## src/rtl/lecc_pkg.sv

```systemverilog
package lecc_pkg;
  localparam int BEAT_W = 9;
  localparam int WORD_W = 2 * BEAT_W;
  localparam int CHK_W  = 5;
  localparam int CW_W   = WORD_W + CHK_W;

  typedef logic [WORD_W-1:0] word_t;
  typedef logic [CW_W-1:0]   cw_t;
  typedef logic [CHK_W-1:0]  syn_t;

  // Scatter data bits into the non-power-of-two positions, ascending.
  function automatic cw_t spread_data(word_t d);
    cw_t r;
    int  k;
    r = '0;
    k = 0;
    for (int p = 1; p <= CW_W; p++) begin
      if ((p & (p - 1)) != 0) begin
        r[p-1] = d[k];
        k++;
      end
    end
    return r;
  endfunction

  function automatic word_t gather_data(cw_t c);
    word_t r;
    int    k;
    r = '0;
    k = 0;
    for (int p = 1; p <= CW_W; p++) begin
      if ((p & (p - 1)) != 0) begin
        r[k] = c[p-1];
        k++;
      end
    end
    return r;
  endfunction

  // XOR of the indices of all set positions.
  function automatic syn_t calc_syndrome(cw_t c);
    syn_t s;
    s = '0;
    for (int p = 1; p <= CW_W; p++) begin
      if (c[p-1]) s = s ^ syn_t'(p);
    end
    return s;
  endfunction

  function automatic cw_t build_codeword(word_t d);
    cw_t  c;
    syn_t s;
    c = spread_data(d);
    s = calc_syndrome(c);
    for (int i = 0; i < CHK_W; i++) c[(1 << i) - 1] = s[i];
    return c;
  endfunction
endpackage

```

## src/rtl/lecc_encoder.sv

```systemverilog
module lecc_encoder
  import lecc_pkg::*;
(
  input  word_t data_i,
  input  cw_t   inj_i,
  output cw_t   cw_o
);
  cw_t clean;

  always_comb begin
    clean = build_codeword(data_i);
    cw_o  = clean ^ inj_i;
  end
endmodule

```

## src/rtl/lecc_decoder.sv

```systemverilog
module lecc_decoder
  import lecc_pkg::*;
(
  input  cw_t   cw_i,
  output word_t data_o,
  output logic  corr_o,
  output logic  unc_o
);
  syn_t syn;
  cw_t  fixed;

  always_comb begin
    syn    = calc_syndrome(cw_i);
    fixed  = cw_i;
    corr_o = 1'b0;
    unc_o  = 1'b0;
    if (syn != '0) begin
      if (int'(syn) <= CW_W) begin
        fixed[int'(syn) - 1] = ~cw_i[int'(syn) - 1];
        corr_o = 1'b1;
      end else begin
        unc_o = 1'b1;
      end
    end
    data_o = gather_data(fixed);
  end
endmodule

```

## src/rtl/lecc_array.sv

```systemverilog
module lecc_array #(
  parameter int ADDR_W = 4,
  parameter int DATA_W = 92,
  localparam int DEPTH = 1 << ADDR_W
) (
  input  logic              clk,
  input  logic              rst_n,
  input  logic              we,
  input  logic [ADDR_W-1:0] waddr,
  input  logic [DATA_W-1:0] wdata,
  input  logic              re,
  input  logic [ADDR_W-1:0] raddr,
  output logic [DATA_W-1:0] rdata
);
  logic [DATA_W-1:0] mem [DEPTH];

  always_ff @(posedge clk) begin
    if (we) mem[waddr] <= wdata;
  end

  always_ff @(posedge clk) begin
    if (re) rdata <= mem[raddr];
  end

  // a two-beat write never produces back-to-back array writes
  a_r9_write_spacing: assert property (@(posedge clk) disable iff (!rst_n)
    we |=> !we);
endmodule

```

## src/rtl/lecc_lane_store.sv

```systemverilog
module lecc_lane_store
  import lecc_pkg::*;
#(
  parameter int LANES  = 4,
  parameter int ADDR_W = 4,
  localparam int BUS_W = LANES * BEAT_W,
  localparam int INJ_W = LANES * CW_W,
  localparam int DAT_W = LANES * WORD_W
) (
  input  logic              clk,
  input  logic              rst_n,
  input  logic              wr_en,
  input  logic [ADDR_W-1:0] wr_addr,
  input  logic [BUS_W-1:0]  wr_data,
  input  logic [INJ_W-1:0]  wr_inject,
  input  logic              rd_en,
  input  logic [ADDR_W-1:0] rd_addr,
  output logic [BUS_W-1:0]  rd_data,
  output logic              rd_valid,
  output logic              rd_beat,
  output logic [LANES-1:0]  corr_flag,
  output logic [LANES-1:0]  unc_flag
);
  // reset: asserted asynchronously, released on a clock edge
  logic rst_meta, rst_s;

  always_ff @(posedge clk or negedge rst_n) begin
    if (!rst_n) begin
      rst_meta <= 1'b0;
      rst_s    <= 1'b0;
    end else begin
      rst_meta <= 1'b1;
      rst_s    <= rst_meta;
    end
  end

  // write side: hold beat 0, encode and store on beat 1
  logic              wr_ph_q, wr_ph_d, wr_ld;
  logic [ADDR_W-1:0] wa_q;
  logic [BUS_W-1:0]  b0_q;
  logic [INJ_W-1:0]  enc_cw;

  assign wr_ld = wr_en && !wr_ph_q;

  always_comb begin
    wr_ph_d = wr_ph_q;
    if (wr_ph_q)    wr_ph_d = 1'b0;
    else if (wr_en) wr_ph_d = 1'b1;
  end

  always_ff @(posedge clk or negedge rst_s) begin
    if (!rst_s) wr_ph_q <= 1'b0;
    else        wr_ph_q <= wr_ph_d;
  end

  always_ff @(posedge clk) begin
    if (wr_ld) begin
      wa_q <= wr_addr;
      b0_q <= wr_data;
    end
  end

  // read side
  logic              rd_ld, rd_s1_q, rd_s1_d;
  logic              vld_q, vld_d, beat_q, beat_d;
  logic [LANES-1:0]  corr_q, corr_d, unc_q, unc_d;
  logic [INJ_W-1:0]  arr_rdata;
  logic [DAT_W-1:0]  dec_data, dat_q;
  logic [LANES-1:0]  dec_corr, dec_unc;

  assign rd_ld = rd_en && !rd_s1_q;

  lecc_array #(.ADDR_W(ADDR_W), .DATA_W(INJ_W)) u_array (
    .clk   (clk),
    .rst_n (rst_s),
    .we    (wr_ph_q),
    .waddr (wa_q),
    .wdata (enc_cw),
    .re    (rd_ld),
    .raddr (rd_addr),
    .rdata (arr_rdata)
  );

  for (genvar l = 0; l < LANES; l++) begin : g_lane
    word_t wword;
    assign wword = {wr_data[l*BEAT_W +: BEAT_W], b0_q[l*BEAT_W +: BEAT_W]};

    lecc_encoder u_enc (
      .data_i (wword),
      .inj_i  (wr_inject[l*CW_W +: CW_W]),
      .cw_o   (enc_cw[l*CW_W +: CW_W])
    );

    lecc_decoder u_dec (
      .cw_i   (arr_rdata[l*CW_W +: CW_W]),
      .data_o (dec_data[l*WORD_W +: WORD_W]),
      .corr_o (dec_corr[l]),
      .unc_o  (dec_unc[l])
    );

    assign rd_data[l*BEAT_W +: BEAT_W] = beat_q ? dat_q[l*WORD_W + BEAT_W +: BEAT_W]
                                                : dat_q[l*WORD_W +: BEAT_W];
  end

  always_comb begin
    rd_s1_d = rd_ld;
    vld_d   = 1'b0;
    beat_d  = 1'b0;
    corr_d  = '0;
    unc_d   = '0;
    if (rd_s1_q) begin
      vld_d  = 1'b1;
      corr_d = dec_corr;
      unc_d  = dec_unc;
    end else if (vld_q && !beat_q) begin
      vld_d  = 1'b1;
      beat_d = 1'b1;
      corr_d = corr_q;
      unc_d  = unc_q;
    end
  end

  always_ff @(posedge clk or negedge rst_s) begin
    if (!rst_s) begin
      rd_s1_q <= 1'b0;
      vld_q   <= 1'b0;
      beat_q  <= 1'b0;
      corr_q  <= '0;
      unc_q   <= '0;
    end else begin
      rd_s1_q <= rd_s1_d;
      vld_q   <= vld_d;
      beat_q  <= beat_d;
      corr_q  <= corr_d;
      unc_q   <= unc_d;
    end
  end

  always_ff @(posedge clk) begin
    if (rd_s1_q) dat_q <= dec_data;
  end

  assign rd_valid  = vld_q;
  assign rd_beat   = beat_q;
  assign corr_flag = corr_q;
  assign unc_flag  = unc_q;

  // flags only while a beat is presented
  a_r1_idle_flags: assert property (@(posedge clk) disable iff (!rst_s)
    !rd_valid |-> (corr_flag == '0 && unc_flag == '0));

  // beat 0 is always followed by beat 1
  a_r2_beat_order: assert property (@(posedge clk) disable iff (!rst_s)
    (rd_valid && !rd_beat) |=> (rd_valid && rd_beat));

  // flags unchanged between the two beats
  a_r2_flags_hold: assert property (@(posedge clk) disable iff (!rst_s)
    (rd_valid && rd_beat) |-> ($stable(corr_flag) && $stable(unc_flag)));

  // a lane is never both corrected and out of range
  a_r7_flags_exclusive: assert property (@(posedge clk) disable iff (!rst_s)
    (corr_flag & unc_flag) == '0);

  // a fresh output burst starts with beat 0
  a_r10_burst_start: assert property (@(posedge clk) disable iff (!rst_s)
    $rose(rd_valid) |-> !rd_beat);
endmodule

```

## config.mk

```make
export PLATFORM = sky130hd
export DESIGN_NAME = lecc_lane_store
export DESIGN_NICKNAME = d
export VERILOG_FILES = /design/src/rtl/lecc_pkg.sv /design/src/rtl/lecc_encoder.sv /design/src/rtl/lecc_decoder.sv /design/src/rtl/lecc_array.sv /design/src/rtl/lecc_lane_store.sv
export SDC_FILE = /design/constraint.sdc
export NUM_CORES = 2
export LEC_CHECK = 0
export BUFFER_PORTS_ARGS = -buffer_cell sky130_fd_sc_hd__buf_2
export CORE_MARGIN = 8
export CORE_UTILIZATION = 35
export DETAILED_ROUTE_END_ITERATION = 12
export PLACE_DENSITY = 0.55
export RECOVER_POWER = 100
export SYNTH_ARGS = -nofsm -noshare
export SYNTH_HDL_FRONTEND = slang
export SYNTH_SLANG_ARGS = --single-unit
export TNS_END_PERCENT = 5
```

## constraint.sdc

```tcl
create_clock -name clk -period 3.3 [get_ports clk]
set_clock_uncertainty 0.15 [all_clocks]
set_input_delay 0.33 -clock clk [delete_from_list [all_inputs] [get_ports clk]]
set_output_delay 0.33 -clock clk [all_outputs]
set_load 0.03 [all_outputs]
```

==> summary.md <==
| Metric | Value |
|---|---|
| Fin crit share | `106%` |
| GRT Residual Overflow | `0` |
| Yosys reg bits | `1690` |
| H-tree levels | `4` |
| Wire length of the first global-routing pass | `246000 um` |
| Nets | `3980` |
| Die area | `211000 um^2` |
| CP endpoint kind | `flop` |
| Main synth FF type | `edfxtp_1` |
| Critical Path Source Type | `flop` |
| Worst Tran Pin Value | `2.12 ns` |
| Max Fclk | `286 MHz` |
| RSZ-0062 raised after global routing | `true` |
| Share of cells above drive strength 1 | `34.2%` |
| Clock latency on the worst-skew pair | `0.81 ns` |
| TritonCTS Buffers | `177` |
| Total power | `59.1 mW` |
| Core ar. | `195000 um^2` |
| Post-Place Setup Slack | `-0.289 ns` |
| Post-DR vias/cell | `5.03` |
| Remaining DRCs | `0` |
| Crit Path Category | `flop to flop` |
| Clock transition at path regs | `0.06 ns` |
| Crit path time final | `3.49 ns` |
| Worst min path class | `primary input to flop` |
| CP Cell Sequence | `xor2_1 > xnor2_1 > xnor3_2 > buf_4 > inv_1 > ha_4 > nor2_1 > a31oi_1 > nor3_2 > buf_4 > a2111oi_4 > nand2_1 > mux2_4` |
| Setup TNS | `-5.69 ns` |
| Yosys warnings | `0` |
| DRT Pass-1 Iters | `5` |
| Ranking of synthesized cells by area | `edfxtp_1 (73%), mux4_2 (16%), xnor2_1 (2.9%), xor2_1 (1.5%), mux2_2 (1.1%)` |
| Layout Utilization | `42.4%` |
| Final Max Tran Viols | `486` |
| Post-synthesis cell count | `3105` |
| Root buffer cell | `clkbuf_16` |
| Worst vdd ir | `0.477 mV` |
| Synth Area per Inst | `22.1 um^2` |
| Max_slew headroom | `-41.5%` |
| Post-DP HPWL | `99400 um` |
| Die Ht | `459 um` |
| Crit-path most repeated cell | `buf_4` |
| Post-Route WL | `170000 um` |
| Post-synth EDFFs | `1676` |
| Via Count | `33.1k` |
| Mapped Area | `68600 um^2` |
| Sequential area share after synthesis | `73.8%` |
| CP Max Fanout | `3` |
| Top cells by count, synth | `edfxtp_1 (1676), mux4_2 (479), xnor2_1 (230)` |
| Max Cap Viol | `12` |
| Initial antenna violation count | `6` |
| Buffers & Inverters on Critical Path | `3` |
| Final WS setup | `-0.194 ns` |
| Vias in the first global route | `34.9k` |
| Gpl congestion | `0.817` |
| Average routed wire per standard cell | `25.9 um` |
| First DRT Iteration DRCs | `2817` |
| Met2 usage | `27.1%` |
| Initial Util | `35.2%` |
| Clock Sinks | `1690` |
| CP arrival | `3.89 ns` |
| Routed Antenna Nets | `0` |
| Outcome | `complete, but fails checks` |
| Met3 usage | `2.63%` |
| Syn nets | `3269` |
| Most frequent cell after synthesis | `edfxtp_1` |
| Largest net degree at the start of global routing | `55` |
| Critical-path top delay cell | `edfxtp_1` |
| Max incr delay on CP | `0.50 ns` |
| Power Density | `714 nW/um^2` |
| CTS tree | `yes` |
| Rows | `162` |
| Top delay family on crit path | `XOR/XNOR gates` |
| Synth top area share | `73.3%` |
| Post-synth top area cell | `edfxtp_1` |
| Asr flop ratio synth | `0.828%` |
| Worst path required time | `3.70 ns` |
| GR Util All Layers | `15.8%` |
| Leakage | `26.9 nW` |
| Layout area overhead | `20.5%` |
| Final Setup Violations | `66` |
| Die width | `459 um` |
| CTS Buffer Depth | `3` |
| Grt met1 use | `21.2%` |
| Global route hottest layer | `met2` |
| # port buffers | `185` |
| Failing checks | `capacitance limit, slew limit, setup timing` |
| Io pins | `186` |
| Synth cell types | `72` |
| Final Hold Viols | `0` |
| Fillers | `17.0k` |
## repair_timing
action,4_1_cts,5_1_grt
endpoints found under the setup margin,72,75
setup buffers,18,14
gates resized for setup,48,73
hold buffers,110,0
pin swaps,25,43
cloned,0,1
hold endpoints to repair,1082,0
## final timing paths
kind / startpoint / end / slack, ns / cells after the start
worst max register to register: u_array.rdata[67]$_DFFE_PP_ / dat_q[51]$_DFFE_PP_ / -0.19 / 13
min in group asynchronous: rst_n / rst_s$_DFF_PN0_ / 0.25 / 3
worst max-delay path: u_array.rdata[67]$_DFFE_PP_ / dat_q[51]$_DFFE_PP_ / -0.19 / 13
worst min-delay path: wr_inject[32] / u_array.mem[1][32]$_DFFE_PP_ / 0.05 / 2
worst min register to register: rst_meta$_DFF_PN0_ / rst_s$_DFF_PN0_ / 0.20 / 0
max in group asynchronous: rst_s$_DFF_PN0_ / corr_flag[1]$_DFFE_PN0N_ / 2.06 / 0
## registers in the layout (all words and copies together), names as in the netlist, 4 cells and up
signal	flops
corr_flag	4
dat_q	72
u_array.rdata	92
u_array.mem	1472
b0_q	36
wa_q	4
unc_flag	4
## logic make-up (layout without fill, tap and decap cells)
logic type / Yosys count / in the layout / share of synthesized area, %
DFF: 1690 / 1690 / 73.8
adders and majority gates: 24 / 24 / 0.437
xor gates and xnor gates: 371 / 371 / 5.10
other: 1 / 3 / 0.00546
muxes: 600 / 600 / 17.7
and+or+nand+nor: 219 / 219 / 1.55
AOI/OAI and AO/OA: 57 / 57 / 0.596
buffers and inverters: 143 / 1003 / 0.795
## report_power, final
| part | total, mW | internal (mW) | switching, mW | leakage [nW] |
|---|---|---|---|---|
| sequential | 25.4 | 25.2 | 0.291 | 15.4 |
| combinational | 13.1 | 6.01 | 7.11 | 8.55 |
| clock | 20.5 | 12.1 | 8.41 | 2.91 |
| total | 59.1 | 43.2 | 15.8 | 26.9 |
## placed cells by master, fill, tap and decap left out, types with 10 or more instances in the layout
master | synthesis | routed
a21oi_1 | 13 | 12
buf_12 | 0 | 17
buf_2 | 1 | 127
buf_4 | 0 | 226
buf_6 | 1 | 10
bufinv_16 | 0 | 25
clkbuf_1 | 80 | 134
clkbuf_16 | 0 | 180
clkbuf_2 | 0 | 44
clkbuf_4 | 0 | 18
clkinv_1 | 0 | 31
clkinv_2 | 0 | 29
dfrtp_1 | 14 | 14
dlygate4sd3_1 | 0 | 110
edfxtp_1 | 1676 | 1676
ha_1 | 24 | 13
inv_1 | 24 | 21
mux2_1 | 31 | 32
mux2_2 | 65 | 49
mux2_4 | 0 | 15
mux2i_1 | 24 | 22
mux4_2 | 479 | 479
nand2_1 | 64 | 56
nand3_1 | 17 | 14
nor2_1 | 63 | 50
nor2_2 | 1 | 11
nor3_1 | 18 | 15
xnor2_1 | 230 | 215
xnor2_2 | 10 | 22
xor2_1 | 118 | 117
## area by class of cell
class | count | area, um^2 | share of cell area (%)
repair buffers | 651 | 4650 | 5.62
multi-input cells | 1272 | 18000 | 21.7
well taps | 2624 | 3280 | 3.97
clock inverters | 109 | 1340 | 1.62
clock buffers | 219 | 4660 | 5.64
flip-flops and latches | 1690 | 50700 | 61.3
diodes | 2 | 5.00 | 0.00605
inverters | 24 | 90.1 | 0.109
## stage by stage
stage / cells / hold slack (ns) / cell area (um^2)
3_5_place_dp: 6121 / -0.0315 / 75800
2_1_floorplan: 3105 / -0.116 / 68700
4_1_cts: 6577 / 0.00242 / 83200
6_report: 6591 / 0.0478 / 82700
3_3_place_gp: 6121 / -0.0322 / 75800
5_1_grt: 6591 / 0.0279 / 82700
## routing by layer
| metal | vias up | wire, um |
|---|---|---|
| met2 | 844 | 85600 |
| met4 | 0 | 3530 |
| li1 | 14300 | - |
| met5 | - | 0 |
| met1 | 17800 | 72900 |
| met3 | 219 | 8420 |
(Power assumes the default switching activity.)
